--- src/rtl/jtag_tap_pkg.sv ---
package jtag_tap_pkg;

  localparam int IR_W = 3;

  typedef enum logic [3:0] {
    ST_RESET, ST_IDLE,
    ST_SEL_DR, ST_CAP_DR, ST_SH_DR, ST_EX1_DR, ST_PAU_DR, ST_EX2_DR, ST_UPD_DR,
    ST_SEL_IR, ST_CAP_IR, ST_SH_IR, ST_EX1_IR, ST_PAU_IR, ST_EX2_IR, ST_UPD_IR
  } tap_state_e;

  typedef enum logic [1:0] {
    PATH_BYP, PATH_ID, PATH_BSC, PATH_ASC
  } dr_path_e;

  localparam logic [IR_W-1:0] OP_EXTEST  = 3'b000;
  localparam logic [IR_W-1:0] OP_ANALOG  = 3'b010;
  localparam logic [IR_W-1:0] OP_SAMPLE  = 3'b100;
  localparam logic [IR_W-1:0] OP_IDCODE  = 3'b110;
  localparam logic [IR_W-1:0] IR_CAPTURE = 3'b001;

  function automatic dr_path_e decode_path(input logic [IR_W-1:0] op);
    case (op)
      OP_EXTEST, OP_SAMPLE: decode_path = PATH_BSC;
      OP_ANALOG:            decode_path = PATH_ASC;
      OP_IDCODE:            decode_path = PATH_ID;
      default:              decode_path = PATH_BYP;
    endcase
  endfunction

endpackage

--- src/rtl/tap_fsm.sv ---
module tap_fsm
  import jtag_tap_pkg::*;
(
  input  logic       tck,
  input  logic       trst_n,
  input  logic       tms,
  output tap_state_e state
);

  tap_state_e nxt;

  always_comb begin
    case (state)
      ST_RESET:  nxt = tms ? ST_RESET  : ST_IDLE;
      ST_IDLE:   nxt = tms ? ST_SEL_DR : ST_IDLE;
      ST_SEL_DR: nxt = tms ? ST_SEL_IR : ST_CAP_DR;
      ST_CAP_DR: nxt = tms ? ST_EX1_DR : ST_SH_DR;
      ST_SH_DR:  nxt = tms ? ST_EX1_DR : ST_SH_DR;
      ST_EX1_DR: nxt = tms ? ST_UPD_DR : ST_PAU_DR;
      ST_PAU_DR: nxt = tms ? ST_EX2_DR : ST_PAU_DR;
      ST_EX2_DR: nxt = tms ? ST_UPD_DR : ST_SH_DR;
      ST_UPD_DR: nxt = tms ? ST_SEL_DR : ST_IDLE;
      ST_SEL_IR: nxt = tms ? ST_RESET  : ST_CAP_IR;
      ST_CAP_IR: nxt = tms ? ST_EX1_IR : ST_SH_IR;
      ST_SH_IR:  nxt = tms ? ST_EX1_IR : ST_SH_IR;
      ST_EX1_IR: nxt = tms ? ST_UPD_IR : ST_PAU_IR;
      ST_PAU_IR: nxt = tms ? ST_EX2_IR : ST_PAU_IR;
      ST_EX2_IR: nxt = tms ? ST_UPD_IR : ST_SH_IR;
      ST_UPD_IR: nxt = tms ? ST_SEL_DR : ST_IDLE;
      default:   nxt = ST_RESET;
    endcase
  end

  always_ff @(posedge tck or negedge trst_n) begin
    if (!trst_n) state <= ST_RESET;
    else         state <= nxt;
  end

  // Run of consecutive high tms samples, saturating at five; checking aid
  logic [2:0] tms_run;
  always_ff @(posedge tck or negedge trst_n) begin
    if (!trst_n)           tms_run <= '0;
    else if (!tms)         tms_run <= '0;
    else if (tms_run != 3'd5) tms_run <= tms_run + 3'd1;
  end


  tms_reset_chk: assert property (@(posedge tck) disable iff (!trst_n)
    (tms_run == 3'd5) |-> (state == ST_RESET));

endmodule

--- src/rtl/tap_ir.sv ---
module tap_ir
  import jtag_tap_pkg::*;
(
  input  logic            tck,
  input  logic            trst_n,
  input  logic            tdi,
  input  tap_state_e      state,
  output logic            ir_lsb,
  output dr_path_e        path,
  output logic            pin_test_mode
);

  logic [IR_W-1:0] ir_sh;
  logic [IR_W-1:0] ir_act;

  always_ff @(posedge tck or negedge trst_n) begin
    if (!trst_n) begin
      ir_sh  <= IR_CAPTURE;
      ir_act <= OP_IDCODE;
    end else begin
      if (state == ST_CAP_IR)     ir_sh <= IR_CAPTURE;
      else if (state == ST_SH_IR) ir_sh <= {tdi, ir_sh[IR_W-1:1]};

      if (state == ST_RESET)       ir_act <= OP_IDCODE;
      else if (state == ST_UPD_IR) ir_act <= ir_sh;
    end
  end

  assign ir_lsb        = ir_sh[0];
  assign path          = decode_path(ir_act);
  assign pin_test_mode = (ir_act == OP_EXTEST);


  ir_capture_chk: assert property (@(posedge tck) disable iff (!trst_n)
    (state == ST_CAP_IR) |=> (ir_lsb == 1'b1));


  instr_hold_chk: assert property (@(posedge tck) disable iff (!trst_n)
    !(state == ST_UPD_IR || state == ST_RESET) |=> $stable(ir_act));


  mode_rise_chk: assert property (@(posedge tck) disable iff (!trst_n)
    $rose(pin_test_mode) |-> ($past(state) == ST_UPD_IR));

endmodule

--- src/rtl/tap_dr.sv ---
module tap_dr
  import jtag_tap_pkg::*;
#(
  parameter int              ID_W     = 32,
  parameter logic [ID_W-1:0] ID_VALUE = 32'h1A5C_30E3
) (
  input  logic       tck,
  input  logic       trst_n,
  input  logic       tdi,
  input  tap_state_e state,
  input  dr_path_e   path,
  input  logic       bsc_so,
  input  logic       asc_so,
  output logic       bsc_capture,
  output logic       bsc_shift,
  output logic       bsc_update,
  output logic       asc_capture,
  output logic       asc_shift,
  output logic       asc_update,
  output logic       dr_bit
);

  localparam int N_CHAIN = 2;

  logic            byp_q;
  logic [ID_W-1:0] id_q;
  logic [N_CHAIN-1:0] cap_v, sh_v, upd_v;

  always_ff @(posedge tck or negedge trst_n) begin
    if (!trst_n) begin
      byp_q <= 1'b0;
      id_q  <= ID_VALUE;
    end else begin
      if (state == ST_CAP_DR && path == PATH_BYP)     byp_q <= 1'b0;
      else if (state == ST_SH_DR && path == PATH_BYP) byp_q <= tdi;

      if (state == ST_CAP_DR && path == PATH_ID)      id_q <= ID_VALUE;
      else if (state == ST_SH_DR && path == PATH_ID)  id_q <= {tdi, id_q[ID_W-1:1]};
    end
  end

  // Strobes for the external chains: index 0 boundary, index 1 analog
  for (genvar g = 0; g < N_CHAIN; g++) begin : g_chain
    localparam dr_path_e MY_PATH = (g == 0) ? PATH_BSC : PATH_ASC;
    assign cap_v[g] = (path == MY_PATH) && (state == ST_CAP_DR);
    assign sh_v[g]  = (path == MY_PATH) && (state == ST_SH_DR);
    assign upd_v[g] = (path == MY_PATH) && (state == ST_UPD_DR);
  end

  assign bsc_capture = cap_v[0];
  assign bsc_shift   = sh_v[0];
  assign bsc_update  = upd_v[0];
  assign asc_capture = cap_v[1];
  assign asc_shift   = sh_v[1];
  assign asc_update  = upd_v[1];

  always_comb begin
    case (path)
      PATH_ID:  dr_bit = id_q[0];
      PATH_BSC: dr_bit = bsc_so;
      PATH_ASC: dr_bit = asc_so;
      default:  dr_bit = byp_q;
    endcase
  end


  strobe_excl_chk: assert property (@(posedge tck) disable iff (!trst_n)
    $onehot0({cap_v, sh_v, upd_v}));


  byp_capture_chk: assert property (@(posedge tck) disable iff (!trst_n)
    (state == ST_CAP_DR && path == PATH_BYP) |=> (byp_q == 1'b0));

endmodule

--- src/rtl/jtag_tap_ctrl.sv ---
module jtag_tap_ctrl
  import jtag_tap_pkg::*;
#(
  parameter int              ID_W     = 32,
  parameter logic [ID_W-1:0] ID_VALUE = 32'h1A5C_30E3
) (
  input  logic tck,
  input  logic trst_n,
  input  logic tms,
  input  logic tdi,
  output logic tdo,
  output logic tdo_oe,
  output logic pin_test_mode,
  output logic bsc_capture,
  output logic bsc_shift,
  output logic bsc_update,
  input  logic bsc_so,
  output logic asc_capture,
  output logic asc_shift,
  output logic asc_update,
  input  logic asc_so
);

  tap_state_e state;
  dr_path_e   path;
  logic       ir_lsb;
  logic       dr_bit;

  tap_fsm u_fsm (
    .tck(tck), .trst_n(trst_n), .tms(tms), .state(state)
  );

  tap_ir u_ir (
    .tck(tck), .trst_n(trst_n), .tdi(tdi), .state(state),
    .ir_lsb(ir_lsb), .path(path), .pin_test_mode(pin_test_mode)
  );

  tap_dr #(.ID_W(ID_W), .ID_VALUE(ID_VALUE)) u_dr (
    .tck(tck), .trst_n(trst_n), .tdi(tdi), .state(state), .path(path),
    .bsc_so(bsc_so), .asc_so(asc_so),
    .bsc_capture(bsc_capture), .bsc_shift(bsc_shift), .bsc_update(bsc_update),
    .asc_capture(asc_capture), .asc_shift(asc_shift), .asc_update(asc_update),
    .dr_bit(dr_bit)
  );

  always_ff @(negedge tck or negedge trst_n) begin
    if (!trst_n) begin
      tdo    <= 1'b0;
      tdo_oe <= 1'b0;
    end else begin
      tdo_oe <= (state == ST_SH_DR) || (state == ST_SH_IR);
      tdo    <= (state == ST_SH_IR) ? ir_lsb : dr_bit;
    end
  end


  oe_shift_only_chk: assert property (@(posedge tck) disable iff (!trst_n)
    tdo_oe |-> (state == ST_SH_DR || state == ST_SH_IR));

endmodule

--- config.mk ---
export PLATFORM = sky130hd
export DESIGN_NAME = jtag_tap_ctrl
export DESIGN_NICKNAME = d
export VERILOG_FILES = /design/src/rtl/jtag_tap_pkg.sv /design/src/rtl/tap_fsm.sv /design/src/rtl/tap_ir.sv /design/src/rtl/tap_dr.sv /design/src/rtl/jtag_tap_ctrl.sv
export SDC_FILE = /design/constraint.sdc
export NUM_CORES = 1
export LEC_CHECK = 0
export BUFFER_PORTS_ARGS = -buffer_cell sky130_fd_sc_hd__buf_2
export CAP_MARGIN = 20
export CORE_MARGIN = 3
export CORE_UTILIZATION = 35
export CTS_CLUSTER_DIAMETER = 120
export DETAILED_ROUTE_END_ITERATION = 7
export GPL_ROUTABILITY_DRIVEN = 0
export PLACE_DENSITY = 0.51
export SETUP_SLACK_MARGIN = 0.05
export SLEW_MARGIN = 10
export SYNTH_ARGS = -nofsm -noshare
export SYNTH_HDL_FRONTEND = slang
export SYNTH_HIERARCHICAL = 1
export SYNTH_SLANG_ARGS = --single-unit
--- constraint.sdc ---
create_clock -name tck -period 4.8 [get_ports tck]
set_input_delay 0.96 -clock tck [delete_from_list [all_inputs] [get_ports tck]]
set_output_delay 0.96 -clock tck [all_outputs]
set_load 0.01 [all_outputs]
==> results.md, run 1 <==
- Fraction of final layout cells sized beyond drive strength 1: 0.243
- Total via count in the routed design: 1,667
- Cell variety after synth: 44
- Worst setup path end: tdo
- FILL cells: 601
- Sum of negative setup slack: 0 ns
- Pre-Repair DR Iteration Count: 4
- Vert. Die Dim: 84.9 um
- Max-slew headroom: 0.508
- Simple-gate area share of the yosys netlist: 0.202
- Final clock skew: 0.0150 ns
- Worst R2R Setup Slack: 0.65 ns
- Setup fix buffers added after clock tree synthesis: 0
- Cell count after synthesis: 216
- Insertion delay to the later sink of the worst-skew pair: 0.30 ns
- Number of global-route vias before repair: 1,590
- Pins over their slew limit: 0
- Routed via count divided by cell count: 5.47
- Total wire length after detailed routing: 4700 um
- Layout-stage area growth over the synthesis result: 11.9%
- EDFF count, synth: 0
- Maximum cell stage delay along the critical path: 0.39 ns
- Routing usage on met3: 0.0369
- Cell family contributing the most delay on the critical path: flip-flops
- Reg-to-reg endpoint: tdo$_DFF_NN0_
- Cell Count, Final, Fillers Out: 305
- Hold WC Path Type: in -> async
- Number of buffers on the longest clock path: 2
- Part of the Yosys area used for sequential elements: 0.526
- Critical path buffers and inverters: 1
- Area enclosed by the die boundary: 0.00721 mm^2
- Post-DP HPWL: 2830 um
- Ant. Diodes: 0
- Required time of the worst setup path: 3.84 ns
- Total I/O pin count: 15
- Clock tree sinks: 45
- Post-CTS Resized: 0
- Post-Synthesis Cell Area: 0.00218 mm^2
- Htree depth: 2
- Warnings, synthesis: 6
- Die width: 84.9 um
- Critical Path End Type: primary output
- Cell at the slowest stage of the critical path: sky130_fd_sc_hd__dfrtn_1
- Clock slew at reported path FFs: 0.09 ns
- List of cells traversed by the critical path: buf_2
- Number of placed instances, taps included: 297
- Syn nets: 222
- Peak-usage layer in the global routing report: met2
- VDD IR-drop max: 228 uV
- Maximum number of pins on one net before global-route repair: 39
- Overall fraction of global-route tracks in use: 0.137
- Fraction of the mapped netlist area in compound gates: 0.209
- Final hold vios: 0
- WS Path Type: reg -> out
- Final design utilization: 0.407
- Core Region: 0.00599 mm^2
- Count of cell instances traversed by the critical path: 1
- Xor/xnor cell area share of the yosys netlist: 0.00402
- Multiplexer share of the synthesized area: 0.0155
- Adder and majority cell fraction of the synthesized area: 0
- Setup repair after global routing missed its margin: no
- Critical path origin: tdo$_DFF_NN0_
- Static leakage power: 1.01 nW
- Iteration-0 DRC count of the detailed router: 70
- Number of hold-repair buffers added at the cts stage: 0
- Top flip-flop cell by instance count after synthesis: sky130_fd_sc_hd__dfrtp_1
- Arrival time of the worst setup path: 3.20 ns
- Final Setup Violations: 0
- DRC violations left: 0
- Mapped Avg Cell Area: 10.1 um^2
- Global-route track usage on met2: 0.208
- Antenna violations before repair: 0
- Mean routed wirelength per cell: 15.4 um
- TritonCTS clock tree: done
- Initial Utilization: 0.364
- Met1 capacity usage during global routing: 0.193
- Number of buffers created by CTS: 5
- P per Cell Area: 631 mW/mm^2
- Maximum fanout along the worst path: 1
- Number of max-capacitance violations reported: 0
- Number of nets still failing antenna checks after routing: 0
- Number of port buffers: 14
- Startpoint type of the worst setup path: register
- Total number of placement rows: 28
- Result of the run: finished, final reports clean
- Buffer type at the clock tree root: sky130_fd_sc_hd__clkbuf_8
- Layout Nets: 235
- Share of async-settable or async-resettable flops after synthesis: 1.00
- Cell count of the worst reg-to-reg path: 3
- Worst flop-to-flop path startpoint: u_ir/ir_act[1]$_DFFE_PN1P_
- Combinational family with the most area after synthesis: compound AO/OA/AOI/OAI gates
- Remaining global-route overflow: 0
- Synthesis-stage register bit count: 45
- Tightest Pin Transition: 0.738 ns
- Global-route wire length before repair: 8010 um
==> state kept, by name (all words and copies together) (netlist names) <==
| register | cells |
|---|---|
| u_ir/ir_act | 3 |
| tdo_oe | 1 |
| u_ir/ir_sh | 3 |
| u_fsm/state | 4 |
| u_dr/id_q | 32 |
| tdo | 1 |
| u_dr/byp_q | 1 |
==> report_power, final <==
group / switching [mW] / internal [mW] / leakage [nW]
Combinational: 0.353 / 0.242 / 0.412
Clock: 0.132 / 0.156 / 0.0554
Sequential: 0.0912 / 0.566 / 0.542
==> how the worst min path moves through the flow <==
stage | endpoint | slack [ns]
floorplan | u_ir/ir_sh[2]$_DFFE_PN0P_ | 0.47
global placement | u_dr/id_q[1]$_DFFE_PN1P_ | 0.50
detailed placement | u_dr/id_q[25]$_DFFE_PN1P_ | 0.50
CTS | u_ir/ir_act[0]$_DFFE_PN0P_ | 0.49
global route | u_fsm/state[1]$_DFF_PN0_ | 0.49
finish | u_ir/ir_act[0]$_DFFE_PN0P_ | 0.49
==> cell usage in the layout (no fill, tap or decap), types with 4 or more instances in the layout <==
| cell | synthesis | routed |
|---|---|---|
| sky130_fd_sc_hd__nor2b_1 | 5 | 5 |
| sky130_fd_sc_hd__clkbuf_8 | 0 | 5 |
| sky130_fd_sc_hd__dfrtp_1 | 26 | 26 |
| sky130_fd_sc_hd__a21oi_1 | 22 | 22 |
| sky130_fd_sc_hd__nand2_1 | 13 | 13 |
| sky130_fd_sc_hd__buf_2 | 7 | 14 |
| sky130_fd_sc_hd__nor2_1 | 12 | 12 |
| sky130_fd_sc_hd__o22a_1 | 11 | 11 |
| sky130_fd_sc_hd__buf_4 | 2 | 8 |
| sky130_fd_sc_hd__nand2b_1 | 5 | 5 |
| sky130_fd_sc_hd__o21ai_0 | 23 | 23 |
| sky130_fd_sc_hd__a211o_1 | 4 | 4 |
| sky130_fd_sc_hd__dfstp_2 | 17 | 17 |
| sky130_fd_sc_hd__nand3_1 | 23 | 23 |
==> cell type report <==
class                           instances  area (um^2)  area share
Clock buffer                            6         72.6      0.0297
Clock inverter                          2         38.8      0.0159
Inverter                                3         11.3     0.00461
Multi-Input combinational cell        152          947       0.388
Sequential cell                        45         1150       0.470
Tap cell                               75         93.8      0.0384
Timing Repair Buffer                   22          130      0.0533
==> kinds of logic (layout without fill, tap and decap cells) <==
family                    Yosys count  in the layout
and+or+nand+nor                    77             77
AOI/OAI and AO/OA                  72             72
muxes                               2              2
buffers and inverters              19             33
DFF                                45             45
xor gates and xnor gates            1              1
==> Yosys cell counts, drive strengths merged (3+ instances only) <==
cell	number	share of area
dfrtp	26	0.30
and3	3	0.0086
nand2	13	0.022
buf	10	0.028
o22a	11	0.044
nor3b	3	0.013
a21oi	23	0.055
nand3	23	0.053
nor2	12	0.021
nand2b	5	0.014
dfstp	17	0.20
o21ai	25	0.057
nor3	3	0.0092
nor2b	5	0.014
a211o	4	0.016
or4b	3	0.015
clkbuf	6	0.010
inv	3	0.0052
==> per-stage QoR <==
stage | power, mW | hold WS, ns | area, um^2 | setup slack [ns]
after floorplan | 1.10 | 0.472 | 2180 | 0.586
after global placement | 1.26 | 0.497 | 2330 | 0.467
after detailed placement | 1.27 | 0.501 | 2330 | 0.461
after CTS | 1.55 | 0.493 | 2440 | 0.621
after global routing | 1.67 | 0.493 | 2440 | 0.561
final | 1.54 | 0.493 | 2440 | 0.636
==> metal layers <==
metal | up-vias | part of all wire
li1 | 812 | -
met1 | 831 | 0.50
met2 | 19 | 0.46
met3 | 5 | 0.031
met4 | 0 | 0.0087
met5 | - | 0
Power figures use the tool's default switching activity.
==> inputs of run 2 (changes only) <==
- CORE_MARGIN: 3 -> 2
- SETUP_SLACK_MARGIN: 0.05 -> 0.5
- clock period: 4.8 -> 5.35 ns (I/O delays scaled with it)
==> run 2 against run 1 <==
Sequential share of layout area up 0.34 points. Worst setup slack better by 0.088 ns. Cell count down 0.98%. Routed wire length up 0.45%. Largest cell class unchanged. Clock skew down 0.0068 ns. Clock power down 9.0%. Via count down 0.24%. Highest routed layer unchanged. Largest power group unchanged. Design area down 0.72%.
==> results.md, run 2 (same netlist as run 1, synthesis figures left out) <==
- Result of the run: finished, final reports clean
- Clock tree sinks: 45
- Area enclosed by the die boundary: 0.00688 mm^2
- Maximum cell stage delay along the critical path: 0.57 ns
- Ant. Diodes: 0
- WS Path Type: reg -> reg
- Tightest Pin Transition: 0.736 ns
- Static leakage power: 0.997 nW
- Number of port buffers: 14
- Hold WC Path Type: reg -> reg
- Number of buffers created by CTS: 5
- Number of hold-repair buffers added at the cts stage: 0
- Startpoint type of the worst setup path: register
- Clock slew at reported path FFs: 0.08 ns
- DRC violations left: 0
- Required time of the worst setup path: 2.82 ns
- Reg with most FFs: u_dr/id_q
- Antenna violations before repair: 0
- Mean routed wirelength per cell: 15.6 um
- Cell family contributing the most delay on the critical path: multiplexers
- Total via count in the routed design: 1,663
- Worst flop-to-flop path startpoint: u_ir/ir_act[1]$_DFFE_PN1P_
- Pins over their slew limit: 0
- Die width: 82.9 um
- Post-CTS Resized: 0
- Pre-Repair DR Iteration Count: 4
- Total number of placement rows: 28
- VDD IR-drop max: 178 uV
- Final Setup Violations: 0
- Total I/O pin count: 15
- Final clock skew: 0.00817 ns
- Maximum number of pins on one net before global-route repair: 43
- Setup repair after global routing missed its margin: no
- Vert. Die Dim: 82.9 um
- Layout Nets: 232
- Critical path buffers and inverters: 0
- Peak-usage layer in the global routing report: met1
- Iteration-0 DRC count of the detailed router: 89
- Fraction of final layout cells sized beyond drive strength 1: 0.233
- Initial Utilization: 0.366
- Maximum fanout along the worst path: 7
- Number of buffers on the longest clock path: 2
- Cell count of the worst reg-to-reg path: 3
- Leading cell type in the layout, fill and taps excluded: sky130_fd_sc_hd__dfrtp_1
- Insertion delay to the later sink of the worst-skew pair: 0.29 ns
- Routing usage on met3: 0.0318
- Buffer type at the clock tree root: sky130_fd_sc_hd__clkbuf_8
- Critical path origin: u_ir/ir_act[1]$_DFFE_PN1P_
- Number of nets still failing antenna checks after routing: 0
- Number of max-capacitance violations reported: 0
- Leading registers by flop count: u_dr/id_q: 32 flops, u_fsm/state: 4 flops
- Cell at the slowest stage of the critical path: sky130_fd_sc_hd__dfstp_2
- Start point of the worst hold path: u_dr/id_q[26]$_DFFE_PN0P_
- Post-DP HPWL: 2800 um
- Cell Count, Final, Fillers Out: 302
- List of cells traversed by the critical path: nor2b_1, mux4_2, mux2_2
- Met1 capacity usage during global routing: 0.212
- Count of cell instances traversed by the critical path: 3
- Core Region: 0.00596 mm^2
- Setup fix buffers added after clock tree synthesis: 0
- Final hold vios: 0
- Worst R2R Setup Slack: 0.72 ns
- Layout-stage area growth over the synthesis result: 11.1%
- Htree depth: 2
- Most used cells in the layout excluding fill and tap cells: sky130_fd_sc_hd__dfrtp_1 (26), sky130_fd_sc_hd__nand3_1 (23), sky130_fd_sc_hd__o21ai_0 (23)
- Number of global-route vias before repair: 1,605
- Routed via count divided by cell count: 5.51
- Number of placed instances, taps included: 294
- Global-route track usage on met2: 0.210
- Total wire length after detailed routing: 4720 um
- Worst setup path end: tdo$_DFF_NN0_
- Critical Path End Type: register
- Sum of negative setup slack: 0 ns
- Flip-flop count of the largest register, all copies and words added: 32
- Max-slew headroom: 0.510
- Reg-to-reg endpoint: tdo$_DFF_NN0_
- Overall fraction of global-route tracks in use: 0.144
- Arrival time of the worst setup path: 2.10 ns
- Global-route wire length before repair: 8160 um
- Remaining global-route overflow: 0
- TritonCTS clock tree: done
- P per Cell Area: 567 mW/mm^2
-- run 2: cell types whose count changed in the layout (fill, tap and decap cells not counted) --
cell                       before  now
sky130_fd_sc_hd__buf_4          8    5
sky130_fd_sc_hd__clkbuf_8       5    6
sky130_fd_sc_hd__clkinv_4       1    0
-- run 2: final cells by class --
cell class	count	area, um^2
Tap cell	75	93.8
Clock inverter	1	30.0
Multi-Input combinational cell	152	947
Fill cell	607	3530
Timing Repair Buffer	19	108
Clock buffer	7	86.3
Inverter	3	11.3
Sequential cell	45	1150
-- run 2: per-layer routing --
layer / share of wire / vias up
li1: - / 809
met5: 0 / -
met3: 0.027 / 4
met4: 0.0093 / 0
met1: 0.51 / 826
met2: 0.45 / 24
-- run 2: worst min path at each step --
stage / cells after the start / slack [ns] / to
after global placement: 1 / 0.50 / u_dr/id_q[1]$_DFFE_PN1P_
final: 1 / 0.51 / u_dr/id_q[25]$_DFFE_PN1P_
after CTS: 1 / 0.52 / u_dr/id_q[6]$_DFFE_PN1P_
after detailed placement: 1 / 0.49 / u_dr/id_q[25]$_DFFE_PN1P_
after global routing: 1 / 0.53 / u_dr/id_q[27]$_DFFE_PN1P_
after floorplan: 2 / 0.47 / u_ir/ir_sh[2]$_DFFE_PN0P_
-- run 2: where the power goes --
part / internal [mW] / total (mW) / switching (mW)
registers: 0.507 / 0.622 / 0.116
logic: 0.206 / 0.491 / 0.285
clock network: 0.152 / 0.262 / 0.110
-- run 2: stage by stage --
stage / setup slack [ns] / util / instance area (um^2) / power, mW / hold WS [ns]
floorplan: 0.751 / - / 2180 / 0.991 / 0.472
global placement: 0.635 / 0.387 / 2310 / 1.11 / 0.496
detailed placement: 0.637 / 0.387 / 2310 / 1.12 / 0.490
CTS: 0.720 / 0.407 / 2420 / 1.39 / 0.519
global route: 0.604 / 0.407 / 2420 / 1.49 / 0.533
finish: 0.724 / 0.407 / 2420 / 1.38 / 0.509
-- run 2: worst register-to-register path, cell delays in order (launching register included) --
cell and delay [ns]:
sky130_fd_sc_hd__dfstp_2 0.57, sky130_fd_sc_hd__nor2b_1 0.42, sky130_fd_sc_hd__mux4_2 0.55, sky130_fd_sc_hd__mux2_2 0.26
